[src/rtl/i2c_su_pkg.sv]
package i2c_su_pkg;

    typedef struct packed {
        logic       hold;
        logic       preset;
        logic       cdly;
        logic       isel;
        logic       en;
        logic [2:0] mode;
    } ctrl_t;

    localparam logic [2:0] MODE_I2C  = 3'b010;

    localparam logic [1:0] ADDR_CTRL = 2'd0;
    localparam logic [1:0] ADDR_TX   = 2'd1;
    localparam logic [1:0] ADDR_RX   = 2'd2;
    localparam logic [1:0] ADDR_STAT = 2'd3;

    localparam int FL_ACK  = 0;
    localparam int FL_NACK = 1;
    localparam int FL_TX   = 2;
    localparam int FL_RX   = 3;

    localparam ctrl_t CTRL_RESET = '{hold: 1'b0, preset: 1'b1, cdly: 1'b0,
                                     isel: 1'b0, en: 1'b0, mode: 3'b000};

endpackage

[src/rtl/i2c_su_filter.sv]
module i2c_su_filter #(
    parameter int N_LONG  = 25,
    parameter int N_SHORT = 2
) (
    input  logic clk,
    input  logic rst_n,
    input  logic pin_i,
    input  logic long_sel,
    output logic lvl_o
);
    localparam int CW = $clog2(N_LONG + 1);
    localparam logic [CW-1:0] LIM_L = CW'(N_LONG - 1);
    localparam logic [CW-1:0] LIM_S = CW'(N_SHORT - 1);

    typedef struct packed {
        logic          s1;
        logic          s2;
        logic          lvl;
        logic [CW-1:0] cnt;
    } filt_t;

    filt_t st_d, st_q;
    logic [CW-1:0] lim;

    always_comb begin
        st_d    = st_q;
        st_d.s1 = pin_i;
        st_d.s2 = st_q.s1;
        lim     = long_sel ? LIM_L : LIM_S;
        if (st_q.s2 == st_q.lvl) begin
            st_d.cnt = '0;
        end else if (st_q.cnt >= lim) begin
            st_d.lvl = st_q.s2;
            st_d.cnt = '0;
        end else begin
            st_d.cnt = st_q.cnt + 1'b1;
        end
    end

    always_ff @(posedge clk or negedge rst_n) begin
        if (!rst_n) st_q <= '{s1: 1'b1, s2: 1'b1, lvl: 1'b1, cnt: '0};
        else        st_q <= st_d;
    end

    assign lvl_o = st_q.lvl;

    // an accepted level was already present at the synchronizer for two cycles
    a_r2_accept_stable: assert property (@(posedge clk) disable iff (!rst_n)
        $changed(st_q.lvl) |-> ($past(st_q.s2) == st_q.lvl) && ($past(st_q.s2, 2) == st_q.lvl));

endmodule

[src/rtl/i2c_su_txdly.sv]
module i2c_su_txdly #(
    parameter int DLY = 6
) (
    input  logic clk,
    input  logic rst_n,
    input  logic start_i,
    input  logic nxt_bit_i,
    input  logic force_i,
    input  logic force_val_i,
    output logic lvl_o
);
    localparam int DW = $clog2(DLY + 1);

    typedef struct packed {
        logic [DW-1:0] cnt;
        logic          lvl;
    } dly_t;

    dly_t st_d, st_q;

    always_comb begin
        st_d = st_q;
        if (st_q.cnt != '0) st_d.cnt = st_q.cnt - 1'b1;
        if (st_q.cnt == DW'(1)) st_d.lvl = nxt_bit_i;
        if (start_i) st_d.cnt = DW'(DLY);
        if (force_i) begin
            st_d.lvl = force_val_i;
            st_d.cnt = '0;
        end
    end

    always_ff @(posedge clk or negedge rst_n) begin
        if (!rst_n) st_q <= '{cnt: '0, lvl: 1'b1};
        else        st_q <= st_d;
    end

    assign lvl_o = st_q.lvl;

    // with no pending delay and no direct load, the driven level holds
    a_r8_idle_hold: assert property (@(posedge clk) disable iff (!rst_n)
        (st_q.cnt == '0 && !force_i) |=> $stable(st_q.lvl));

endmodule

[src/rtl/i2c_shift_unit.sv]
module i2c_shift_unit
    import i2c_su_pkg::*;
#(
    parameter int FILT_LONG  = 25,
    parameter int FILT_SHORT = 2,
    parameter int OUT_DLY    = 6
) (
    input  logic       clk,
    input  logic       rst_n,
    input  logic       scl_i,
    input  logic       sda_i,
    output logic       scl_oe_o,
    output logic       sda_oe_o,
    input  logic       reg_we,
    input  logic [1:0] reg_addr,
    input  logic [8:0] reg_wdata,
    output logic [8:0] reg_rdata,
    output logic [3:0] irq_o
);
    localparam int NPIN = 2;

    typedef struct packed {
        ctrl_t      cfg;
        logic [3:0] flags;
        logic [3:0] bcnt;
        logic [7:0] rx_sr;
        logic [8:0] rbuf;
        logic       rot;
        logic [8:0] tx_sr;
        logic       scl_p;
    } core_t;

    core_t st_d, st_q;

    logic [NPIN-1:0] pin_raw, pin_f;
    logic scl_f, sda_f, active, rise, fall;
    logic tx_start, tx_force, tx_force_val, tx_lvl;
    logic [3:0] setf;

    assign active  = (st_q.cfg.mode == MODE_I2C) && st_q.cfg.en;
    assign pin_raw = {scl_i, sda_i};

    for (genvar g = 0; g < NPIN; g++) begin : g_filt
        i2c_su_filter #(.N_LONG(FILT_LONG), .N_SHORT(FILT_SHORT)) u_filt (
            .clk      (clk),
            .rst_n    (rst_n),
            .pin_i    (pin_raw[g]),
            .long_sel (active),
            .lvl_o    (pin_f[g])
        );
    end

    assign sda_f = pin_f[0];
    assign scl_f = pin_f[1];
    assign rise  = scl_f & ~st_q.scl_p;
    assign fall  = ~scl_f & st_q.scl_p;

    always_comb begin
        st_d         = st_q;
        st_d.scl_p   = scl_f;
        setf         = '0;
        tx_start     = 1'b0;
        tx_force     = 1'b0;
        tx_force_val = 1'b1;

        if (active && rise) begin
            if (st_q.bcnt < 4'd8) begin
                st_d.rx_sr = {st_q.rx_sr[6:0], sda_f};
                st_d.bcnt  = st_q.bcnt + 4'd1;
            end else if (st_q.bcnt == 4'd8) begin
                st_d.bcnt = 4'd9;
                if (!st_q.cfg.isel) begin
                    st_d.rbuf = {sda_f, st_q.rx_sr};
                    st_d.rot  = 1'b0;
                    if (sda_f) setf[FL_NACK] = 1'b1;
                    else       setf[FL_ACK]  = 1'b1;
                end else if (!st_q.cfg.cdly) begin
                    setf[FL_TX] = 1'b1;
                end else begin
                    st_d.rbuf = {sda_f, st_q.rx_sr};
                    st_d.rot  = 1'b0;
                end
            end
        end

        if (active && fall && st_q.bcnt != 4'd0) begin
            st_d.tx_sr = {st_q.tx_sr[7:0], 1'b1};
            tx_start   = 1'b1;
            if (st_q.bcnt == 4'd8 && st_q.cfg.isel) begin
                setf[FL_RX] = 1'b1;
                if (st_q.cfg.cdly) begin
                    st_d.rbuf = {st_q.rx_sr[0], 1'b0, st_q.rx_sr[7:1]};
                    st_d.rot  = 1'b1;
                end else begin
                    st_d.rbuf = {1'b0, st_q.rx_sr};
                    st_d.rot  = 1'b0;
                end
            end
            if (st_q.bcnt == 4'd9) begin
                st_d.bcnt = 4'd0;
                if (st_q.cfg.isel && st_q.cfg.cdly) setf[FL_TX] = 1'b1;
            end
        end

        st_d.flags = st_q.flags | setf;
        if (reg_we && reg_addr == ADDR_STAT)
            st_d.flags = (st_q.flags & ~reg_wdata[5:2]) | setf;

        if (reg_we && reg_addr == ADDR_TX) begin
            st_d.tx_sr   = {reg_wdata[7:0], reg_wdata[8]};
            tx_force     = 1'b1;
            tx_force_val = reg_wdata[7];
        end

        if (reg_we && reg_addr == ADDR_CTRL) begin
            st_d.cfg     = ctrl_t'(reg_wdata[7:0]);
            st_d.flags   = '0;
            st_d.bcnt    = '0;
            st_d.tx_sr   = '1;
            tx_force     = 1'b1;
            tx_force_val = reg_wdata[6];
        end
    end

    always_ff @(posedge clk or negedge rst_n) begin
        if (!rst_n) begin
            st_q       <= '0;
            st_q.cfg   <= CTRL_RESET;
            st_q.tx_sr <= '1;
            st_q.scl_p <= 1'b1;
        end else begin
            st_q <= st_d;
        end
    end

    i2c_su_txdly #(.DLY(OUT_DLY)) u_txdly (
        .clk         (clk),
        .rst_n       (rst_n),
        .start_i     (tx_start),
        .nxt_bit_i   (st_q.tx_sr[8]),
        .force_i     (tx_force),
        .force_val_i (tx_force_val),
        .lvl_o       (tx_lvl)
    );

    always_comb begin
        case (reg_addr)
            ADDR_CTRL: reg_rdata = {1'b0, st_q.cfg};
            ADDR_RX:   reg_rdata = st_q.rot ? {st_q.rbuf[7], st_q.rbuf[6:0], st_q.rbuf[8]}
                                            : st_q.rbuf;
            ADDR_STAT: reg_rdata = {3'b000, st_q.flags, scl_f, sda_f};
            default:   reg_rdata = '0;
        endcase
    end

    assign sda_oe_o = ~tx_lvl;
    assign scl_oe_o = st_q.cfg.hold;
    assign irq_o    = st_q.flags;

    // an inactive engine never raises a new flag
    a_r1_idle_no_new_flags: assert property (@(posedge clk) disable iff (!rst_n)
        !active |=> ((st_q.flags & ~$past(st_q.flags)) == 4'b0000));

    // ack/nack requests only come from the interrupt-select = 0 setting
    a_r3_acknack_source: assert property (@(posedge clk) disable iff (!rst_n)
        ($rose(st_q.flags[FL_ACK]) || $rose(st_q.flags[FL_NACK])) |-> !$past(st_q.cfg.isel));

    // in clock-delay mode the transmit request coincides with the end of the frame
    a_r7_tx_at_frame_end: assert property (@(posedge clk) disable iff (!rst_n)
        ($rose(st_q.flags[FL_TX]) && $past(st_q.cfg.cdly)) |-> (st_q.bcnt == 4'd0));

    // a control write leaves no pending request
    a_r9_cfg_clears: assert property (@(posedge clk) disable iff (!rst_n)
        (reg_we && reg_addr == ADDR_CTRL) |=> (st_q.flags == 4'b0000));

endmodule

[config.mk]
export PLATFORM = sky130hd
export DESIGN_NAME = i2c_shift_unit
export DESIGN_NICKNAME = d
export VERILOG_FILES = /design/src/rtl/i2c_su_pkg.sv /design/src/rtl/i2c_su_filter.sv /design/src/rtl/i2c_su_txdly.sv /design/src/rtl/i2c_shift_unit.sv
export SDC_FILE = /design/constraint.sdc
export NUM_CORES = 1
export LEC_CHECK = 0
export BUFFER_PORTS_ARGS = -buffer_cell sky130_fd_sc_hd__buf_4
export CAP_MARGIN = 20
export CORE_MARGIN = 5
export CORE_UTILIZATION = 50
export DETAILED_ROUTE_END_ITERATION = 10
export PLACE_DENSITY = 0.69
export SYNTH_ARGS = -nofsm -noshare
export SYNTH_HDL_FRONTEND = slang
export SYNTH_HIERARCHICAL = 1
export SYNTH_SLANG_ARGS = --single-unit
[constraint.sdc]
create_clock -name clk -period 2.7 [get_ports clk]
set_input_delay 0.135 -clock clk [delete_from_list [all_inputs] [get_ports clk]]
set_output_delay 0.135 -clock clk [all_outputs]
set_load 0.02 [all_outputs]
Word-level counts from Yosys, hierarchy flattened

Index checks and enable logic that the tools add are counted.
W data, S select, Z words.

Logic and storage cells: 113
Register bits after elaboration: 64

Reduce and logical (&&, ||, !) cells: 18
Order comparisons: 3
Eq/ne operators: 9
Bitwise logic cells: 11
Multiplexer cells: 45
Add/subtract/negate cells: 4

Operators by type and width:

| operator              | count |
|---|---|
| $mux W10              | 6 |
| $mux W9               | 3 |
| $pmux W9 S3           | 1 |
| $mux W5               | 5 |
| $mux W4               | 6 |
| $mux W22              | 1 |
| $mux W19              | 1 |
| $mux W8               | 2 |
| $mux W3               | 5 |
| $mux W1               | 13 |
| $add A5 B1 Y5 const B | 2 |
| $ge A5 B5 Y1          | 2 |
| $logic_and A1 B1 Y1   | 9 |
| $reduce_bool A3 Y1    | 3 |
| $eq A4 B4 Y1 const B  | 2 |
| $or A4 B4 Y4          | 2 |
| $reduce_and A2 Y1     | 3 |
| $not A1 Y1            | 5 |
| $add A4 B1 Y4 const B | 1 |
| $and A4 B4 Y4         | 1 |
| $eq A2 B2 Y1 const B  | 2 |
| $lt A4 B4 Y1 const B  | 1 |
| $mux W2               | 2 |
| $not A4 Y4            | 1 |
| 9 further kinds       | 11 |

Longest topological paths before layout

Gate-level depths: netlist (run 1).

Depth in word-level cells: 11
Depth in mapped cells: 7
Mapped depth without buffers: 7

Modules after synthesis

Netlist (run 1), hierarchy kept.

By module, submodules not included:

| module         | seq. area each (µm²) | area each (µm²) | cells an instance | times used |
|---|---|---|---|---|
| i2c_shift_unit | 1114.8               | 2463.6          | 249               | 1 |
| i2c_su_filter  | 203.9                | 380.4           | 32                | 2 |
| i2c_su_txdly   | 101.3                | 227.7           | 22                | 1 |

Worst setup path before layout (run 1)

No wires, ideal clock.

Kind: register to register
From: register st_q[38] (netlist name)
To: register g_filt[0].u_filt.st_q (netlist bit g_filt[0].u_filt/lvl_o)
Data required time: 2.618 ns
Path buffers: 0
Arrival time: 1.845 ns
Cell stages (with the launch flop): 8
Clock period less this slack: 1.927 ns
Setup time: 0.082 ns
Slack: 0.773 ns
Cells stage by stage: dfrtp_1 nand4bb_4 bufinv_8 inv_1 ha_1 nor4b_2 o21ai_1 mux2_4

RTL lines:

| item                 | RTL line            | RTL |
|---|---|---|
| to (signal assigned) | i2c_su_filter.sv:41 | `if (!rst_n) st_q <= '{s1: 1'b1, s2: 1'b1, lvl: 1'b1, cnt: '0};` |
| to (signal assigned) | i2c_su_filter.sv:42 | `else st_q <= st_d;` |
| to (decl)            | i2c_su_filter.sv:22 | `filt_t st_d, st_q;` |

==> results of run 1 <==
state kept, by name, indices dropped and copies added, names as in the netlist:
| signal | flops |
|---|---|
| u_txdly/lvl_o | 1 |
| g_filt.u_filt/st_d | 2 |
| u_txdly/st_q | 3 |
| g_filt.u_filt/st_q | 12 |
| g_filt.u_filt/lvl_o | 2 |
| irq_o | 4 |
| scl_oe_o | 1 |
| st_q | 39 |
metrics by stage:
step	utilization, %	hold slack, ps
global route	57.6	19.5
finish	57.6	16.1
CTS	57.6	3.73
global placement	54.9	245
floorplan	-	-161
detailed placement	54.9	245
tightest hold or removal path: cells and delay by family:
family | cells | cell delay (ps)
AND/OR/NAND/NOR | 2 | 90
buffers and inverters | 1 | 80
metal layers:
layer	GRT usage [%]	up-vias	part of all wire [%]
met4	7.08	0	1.5
met3	3.62	10	3.7
met1	24.1	1172	48
met5	0	-	0
li1	-	1223	-
met2	26.2	46	46
final cells by class:
type	instances	area (um^2)	share of cell area [%]
sequential	64	1620	41.7
inverter	31	130	3.34
clock inverter	4	22.5	0.578
multi-input combinational	224	1610	41.2
tap	80	100	2.57
clock buffer	12	135	3.47
timing repair buffer	36	278	7.13
worst min-delay path by stage:
stage                            start                                  to  slack (ps)  cells after the start
after global routing      reg_wdata[1]                st_q[37]$_DFFE_PN0P_          20                      3
after floorplan                  rst_n  g_filt[0].u_filt/st_q[0]$_DFF_PN0_        -160                      0
after CTS                 reg_wdata[1]                st_q[37]$_DFFE_PN0P_           4                      3
final                     reg_wdata[1]                st_q[37]$_DFFE_PN0P_          20                      3
after global placement           scl_i  g_filt[1].u_filt/st_d[6]$_DFF_PN1_         240                      1
after detailed placement         scl_i  g_filt[1].u_filt/st_d[6]$_DFF_PN1_         240                      1
power by group:
part,total [uW],leakage (uW),switching (uW),internal [uW]
logic,685,0.000801,365,320
registers,1270,0.000812,146,1130
clock network,679,0.0000801,350,329
total,2630,0.00169,860,1770
logic make-up after synthesis:
| group | after synthesis |
|---|---|
| muxes | 28 |
| adders and majority gates | 14 |
| xor gates and xnor gates | 10 |
| AOI/OAI and AO/OA | 62 |
| buffers and inverters | 47 |
| and+or+nand+nor | 110 |
| DFF | 64 |
layout by cell type (no fill, tap or decap), types with 2 or more instances in the layout:
cell type	netlist	final
a211oi_1	3	3
a21o_1	3	3
a21oi_1	16	16
a221oi_1	7	7
a22o_1	5	5
a31oi_1	2	2
a32o_1	2	2
buf_4	5	33
clkbuf_1	5	3
clkbuf_8	0	9
clkinv_2	0	3
dfrtp_1	46	46
dfstp_2	18	18
dlygate4sd3_1	0	3
ha_1	14	14
inv_1	30	30
mux2_2	5	5
mux2_4	2	2
mux2i_1	21	21
nand2_1	43	43
nand2b_1	5	5
nand3_1	5	5
nand3_2	2	2
nor2_1	17	17
nor3_1	11	11
nor3b_1	9	9
nor4_1	2	2
nor4b_2	3	3
o211ai_1	2	2
o21ai_0	14	14
o21ai_1	2	2
xnor2_1	4	4
xor2_1	6	6
==> impl_metrics.env, run 1 <==
export IMPL_hold_buffers=3
export IMPL_fmaxAchievable_ghz=0.468
export IMPL_yosysMostFrequentCell="dfrtp_1"
export IMPL_worstPathCellList="nand4bb_4, bufinv_8, inv_1, ha_1, nor4b_2, o211ai_1, nor2_1"
export IMPL_start_util_pct=51.1
export IMPL_r2r_start="st_q[38]$_DFFE_PN0P_"
export IMPL_cp_max_fo=7
export IMPL_grt_remaining_overflow=0
export IMPL_cts_root_buf="clkbuf_8"
export IMPL_grt_pass1_wl_um=11900
export IMPL_synth_warnings=6
export IMPL_io_pins=31
export IMPL_portBuffers=30
export IMPL_vias=2451
export IMPL_ys_flop_type="dfrtp_1"
export IMPL_slowest_delay_ps=390
export IMPL_syn_area_um2=3450
export IMPL_dieArea_um2=8670
export IMPL_ys_types=52
export IMPL_post_synth_top_area_fraction_pct=33.3
export IMPL_avgViaCountPerCell=5.43
export IMPL_detail_route_wl_per_cell_um=15.6
export IMPL_rsz0062_at_grt="false"
export IMPL_clock_sinks=64
export IMPL_async_flop_share_pct=100
export IMPL_clkTransAtPathRegs_ps=70
export IMPL_gp_congestion=0.858
export IMPL_worst_slack_ps=564
export IMPL_hp_class="input pin to register"
export IMPL_crit_arrival_ps=2390
export IMPL_drtAntennaViolNets=0
export IMPL_std_cell_rows=30
export IMPL_skew_ps=11.1
export IMPL_power_uw=2630
export IMPL_hpwl_um=5040
export IMPL_pre_cts_ws_ps=554
export IMPL_antennaDiodeCount=0
export IMPL_drive_above_1_share_pct=23.2
export IMPL_dr_pass1_iters=4
export IMPL_yosysSeqAreaShare_pct=47.0
export IMPL_htreeDepth=3
export IMPL_p_per_area_nw_per_um2=676
export IMPL_ir_drop_uv=288
export IMPL_synth_top_cells_by_count="dfrtp_1 (46), nand2_1 (43), inv_1 (30), mux2i_1 (21), dfstp_2 (18)"
export IMPL_r2r_setup_slack_ps=560
export IMPL_cts_buffers=9
export IMPL_synth_compound_area_share_pct=12.4
export IMPL_nFillCells=591
export IMPL_drc=0
export IMPL_nets=396
export IMPL_cp_startpoint="st_q[38]$_DFFE_PN0P_"
export IMPL_core_area_um2=6760
export IMPL_synth_area_leaders="dfrtp_1 (33%), dfstp_2 (14%), mux2i_1 (6.1%)"
export IMPL_critPathCapture="g_filt[1].u_filt/st_q[3]$_DFF_PN0_"
export IMPL_synth_xor_area_share_pct=2.54
export IMPL_grt_use_total_pct=17.3
export IMPL_die_width_um=93.1
export IMPL_leakagePower_uw=0.00169
export IMPL_required_ps=2950
export IMPL_die_h_um=93.1
export IMPL_outcome="finished, final reports clean"
export IMPL_crit_cells=7
export IMPL_cts_tree="done"
export IMPL_insertion_delay_ps=330
export IMPL_worst_pin_slew_ps=793
export IMPL_synthAdderAreaFrac_pct=5.07
export IMPL_muxShareOfSynthArea_pct=8.59
export IMPL_final_cells=451
export IMPL_critPathBufInv=2
export IMPL_synthToLayoutAreaGrowth_pct=12.8
export IMPL_worstSetupStartpointType="register"
export IMPL_fin_setup_tns_ps=0
export IMPL_ctsResizeCount=0
export IMPL_synth_top_family_by_area="simple AND/OR/NAND/NOR gates"
export IMPL_fin_crit_sh_pct=79.1
export IMPL_dr_first_iter_drc_count=85
export IMPL_placed_area_um2=3710
export IMPL_antenna_found_initial=0
export IMPL_yosys_area_top_type="dfrtp_1"
export IMPL_slew_headroom_pct=47.2
export IMPL_syn_nets=365
export IMPL_ys_ff_latch=64
export IMPL_first_global_vias=2425
export IMPL_cts_setup_buffers=0
export IMPL_path_delay_family="simple AND/OR/NAND/NOR gates"
export IMPL_fin_area_um2=3890
export IMPL_r2r_cells=7
export IMPL_synth_simple_gate_area_share_pct=17.9
export IMPL_crit_path_end_kind="register"
export IMPL_grt_max_degree=65
export IMPL_cts_buffer_depth=2
export IMPL_synth_edff_count=0
export IMPL_hold_viol=0
export IMPL_slew_violations=0
export IMPL_netlist_instances=335
export IMPL_drt_total_wl_um=7050
export IMPL_dp_cells=432
export IMPL_min_period_ps=2140
export IMPL_syn_mean_instance_area_um2=10.3
export IMPL_finalSetupViolCount=0
export IMPL_worstSetupPathType="register to register"
export IMPL_drv_cap=0
export IMPL_r2r_end="g_filt[1].u_filt/st_q[3]$_DFF_PN0_"
export IMPL_critPathSlowestCell="dfrtp_1"
Power figures use the tool's default switching activity.
==> run 2: changes to the inputs <==
Clock period 2.7 ns to 2.2 ns, I/O delays scaled along.
==> run 2 against run 1 <==
Effect of this change:
- register-to-register slack lost 340 ps
- first-iteration DRC count up 11%
- clock skew hardly changed
- combinational power rose by 23%
- sequential share of layout area is 0.67 points lower
- largest power group unchanged
- non-clock buffer count up 6
- fmax grew 8.0%
- final cell count up 1.3%
==> impl_metrics.env, run 2 (same netlist as run 1, synthesis figures left out) <==
export IMPL_start_util_pct=51.1
export IMPL_clockPowerShare_pct=26.5
export IMPL_hold_depth=3
export IMPL_outcome="finished, final reports clean"
export IMPL_largest_register_ffs=39
export IMPL_holdWs_ps=16.5
export IMPL_drc=0
export IMPL_crit_arrival_ps=2240
export IMPL_grt_max_degree=65
export IMPL_p_sw_share_pct=32.2
export IMPL_hpwl_um=5030
export IMPL_rsz0062_at_grt="false"
export IMPL_slew_violations=0
export IMPL_finalSetupViolCount=0
export IMPL_antennaDiodeCount=0
export IMPL_io_pins=31
export IMPL_min_period_ps=1980
export IMPL_hold_viol=0
export IMPL_nets=402
export IMPL_final_common_cell="dfrtp_1"
export IMPL_dr_first_iter_drc_count=94
export IMPL_ctsResizeCount=0
export IMPL_leakagePower_uw=0.00172
export IMPL_gr_usage_met1_pct=24.2
export IMPL_cts_buffers=9
export IMPL_portBuffers=30
export IMPL_multi_input_area_um2=1610
export IMPL_die_width_um=93.1
export IMPL_nFillCells=593
export IMPL_drt_total_wl_um=7030
export IMPL_required_ps=2460
export IMPL_drive_above_1_share_pct=23.3
export IMPL_antenna_found_initial=0
export IMPL_detail_route_wl_per_cell_um=15.4
export IMPL_cts_setup_buffers=0
export IMPL_worstSetupPathType="register to register"
export IMPL_gp_congestion=0.874
export IMPL_met3_usage_pct=3.86
export IMPL_core_area_um2=6760
export IMPL_final_cell_mix="dfrtp_1 (46), nand2_1 (43), buf_4 (35), inv_1 (30), mux2i_1 (21)"
export IMPL_cts_buffer_depth=2
export IMPL_synthToLayoutAreaGrowth_pct=14.7
export IMPL_internal_power_uw=2210
export IMPL_seq_area_um2=1620
export IMPL_dr_pass1_iters=4
export IMPL_vias=2482
export IMPL_fin_setup_tns_ps=0
export IMPL_insertion_delay_ps=340
export IMPL_htreeDepth=3
export IMPL_p_seq_share_pct=47.7
export IMPL_cts_tree="done"
export IMPL_cts_root_buf="clkbuf_8"
export IMPL_worstSetupStartpointType="register"
export IMPL_grt_use_total_pct=17.8
export IMPL_clock_sinks=64
export IMPL_largest_register="st_q"
export IMPL_clkTransAtPathRegs_ps=70
export IMPL_p_comb_share_pct=25.8
export IMPL_drtAntennaViolNets=0
export IMPL_grtUsageMet2_pct=27.6
export IMPL_skew_ps=10.8
export IMPL_grt_busiest_layer="met2"
export IMPL_cp_max_fo=6
export IMPL_p_per_area_nw_per_um2=825
export IMPL_ir_drop_uv=445
export IMPL_std_cell_rows=30
export IMPL_crit_path_end_kind="register"
export IMPL_fin_crit_sh_pct=89.9
export IMPL_first_global_vias=2503
export IMPL_slew_headroom_pct=47.3
export IMPL_drv_cap=0
export IMPL_grt_remaining_overflow=0
export IMPL_p_sw_uw=1050
export IMPL_avgViaCountPerCell=5.43
export IMPL_grt_pass1_wl_um=12000
export IMPL_die_h_um=93.1
export IMPL_r2r_cells=7
export IMPL_worst_pin_slew_ps=790
export IMPL_fmaxAchievable_ghz=0.506
export IMPL_dieArea_um2=8670
export IMPL_hp_class="input pin to register"
run 2: timing repair:
| action | CTS | global route |
|---|---|---|
| hold buffers | 7 | 0 |
| setup endpoints to repair | 0 | 0 |
| endpoints found under the hold margin | 52 | 0 |
run 2: cell type report:
cell class / instances / share of cell area [%]
timing repair buffer: 42 / 8.41
clock inverter: 3 / 0.442
inverter: 31 / 3.29
clock buffer: 13 / 3.76
tap: 80 / 2.53
sequential: 64 / 41.0
multi-input combinational: 224 / 40.5
run 2: worst paths after layout:
path                       slack (ps)                            endpoint                          startpoint
setup / recovery                  220  g_filt[0].u_filt/lvl_o$_DFFE_PN1P_                st_q[38]$_DFFE_PN0P_
hold / removal                     20                st_q[42]$_DFFE_PN1P_                        reg_wdata[6]
setup reg to reg                  220  g_filt[0].u_filt/lvl_o$_DFFE_PN1P_                st_q[38]$_DFFE_PN0P_
hold reg to reg                   360  g_filt[0].u_filt/st_q[6]$_DFF_PN1_  g_filt[0].u_filt/st_d[6]$_DFF_PN1_
max in group asynchronous        1280                  st_q[12]$_DFF_PN0_                               rst_n
min in group asynchronous         400         u_txdly/st_q[2]$_DFFE_PN0P_                               rst_n
run 2: layer usage:
| layer | wire (um) | up-vias | part of all wire (%) |
|---|---|---|---|
| met1 | 3410 | 1194 | 48 |
| li1 | - | 1231 | - |
| met3 | 244 | 9 | 3.5 |
| met5 | 0 | - | 0 |
| met4 | 82 | 0 | 1.2 |
| met2 | 3300 | 48 | 47 |
run 2: power groups by stage:
stage               sequential [uW]  combinational [uW]  clock, uW
floorplan                      1530                 632          0
CTS                            1560                 851        891
global route                   1580                 941        954
finish                         1560                 841        866
global placement               1570                 810          0
detailed placement             1580                 838          0
run 2: through the flow:
stage	instances	worst slack (ps)	area (um^2)	util [%]	total power, uW
floorplan	335	273	3450	-	2160
global placement	434	300	3720	55.1	2380
detailed placement	434	234	3720	55.1	2420
CTS	457	208	3960	58.6	3300
global route	457	102	3960	58.6	3480
finish	457	222	3960	58.6	3260
run 2: critical path, cell delays in order (launching register included):
cell and delay (ps):
dfrtp_1 390, nand4bb_4 240, bufinv_8 230, inv_1 70, ha_1 280, nor4b_2 260
o21ai_1 120, mux2_4 300
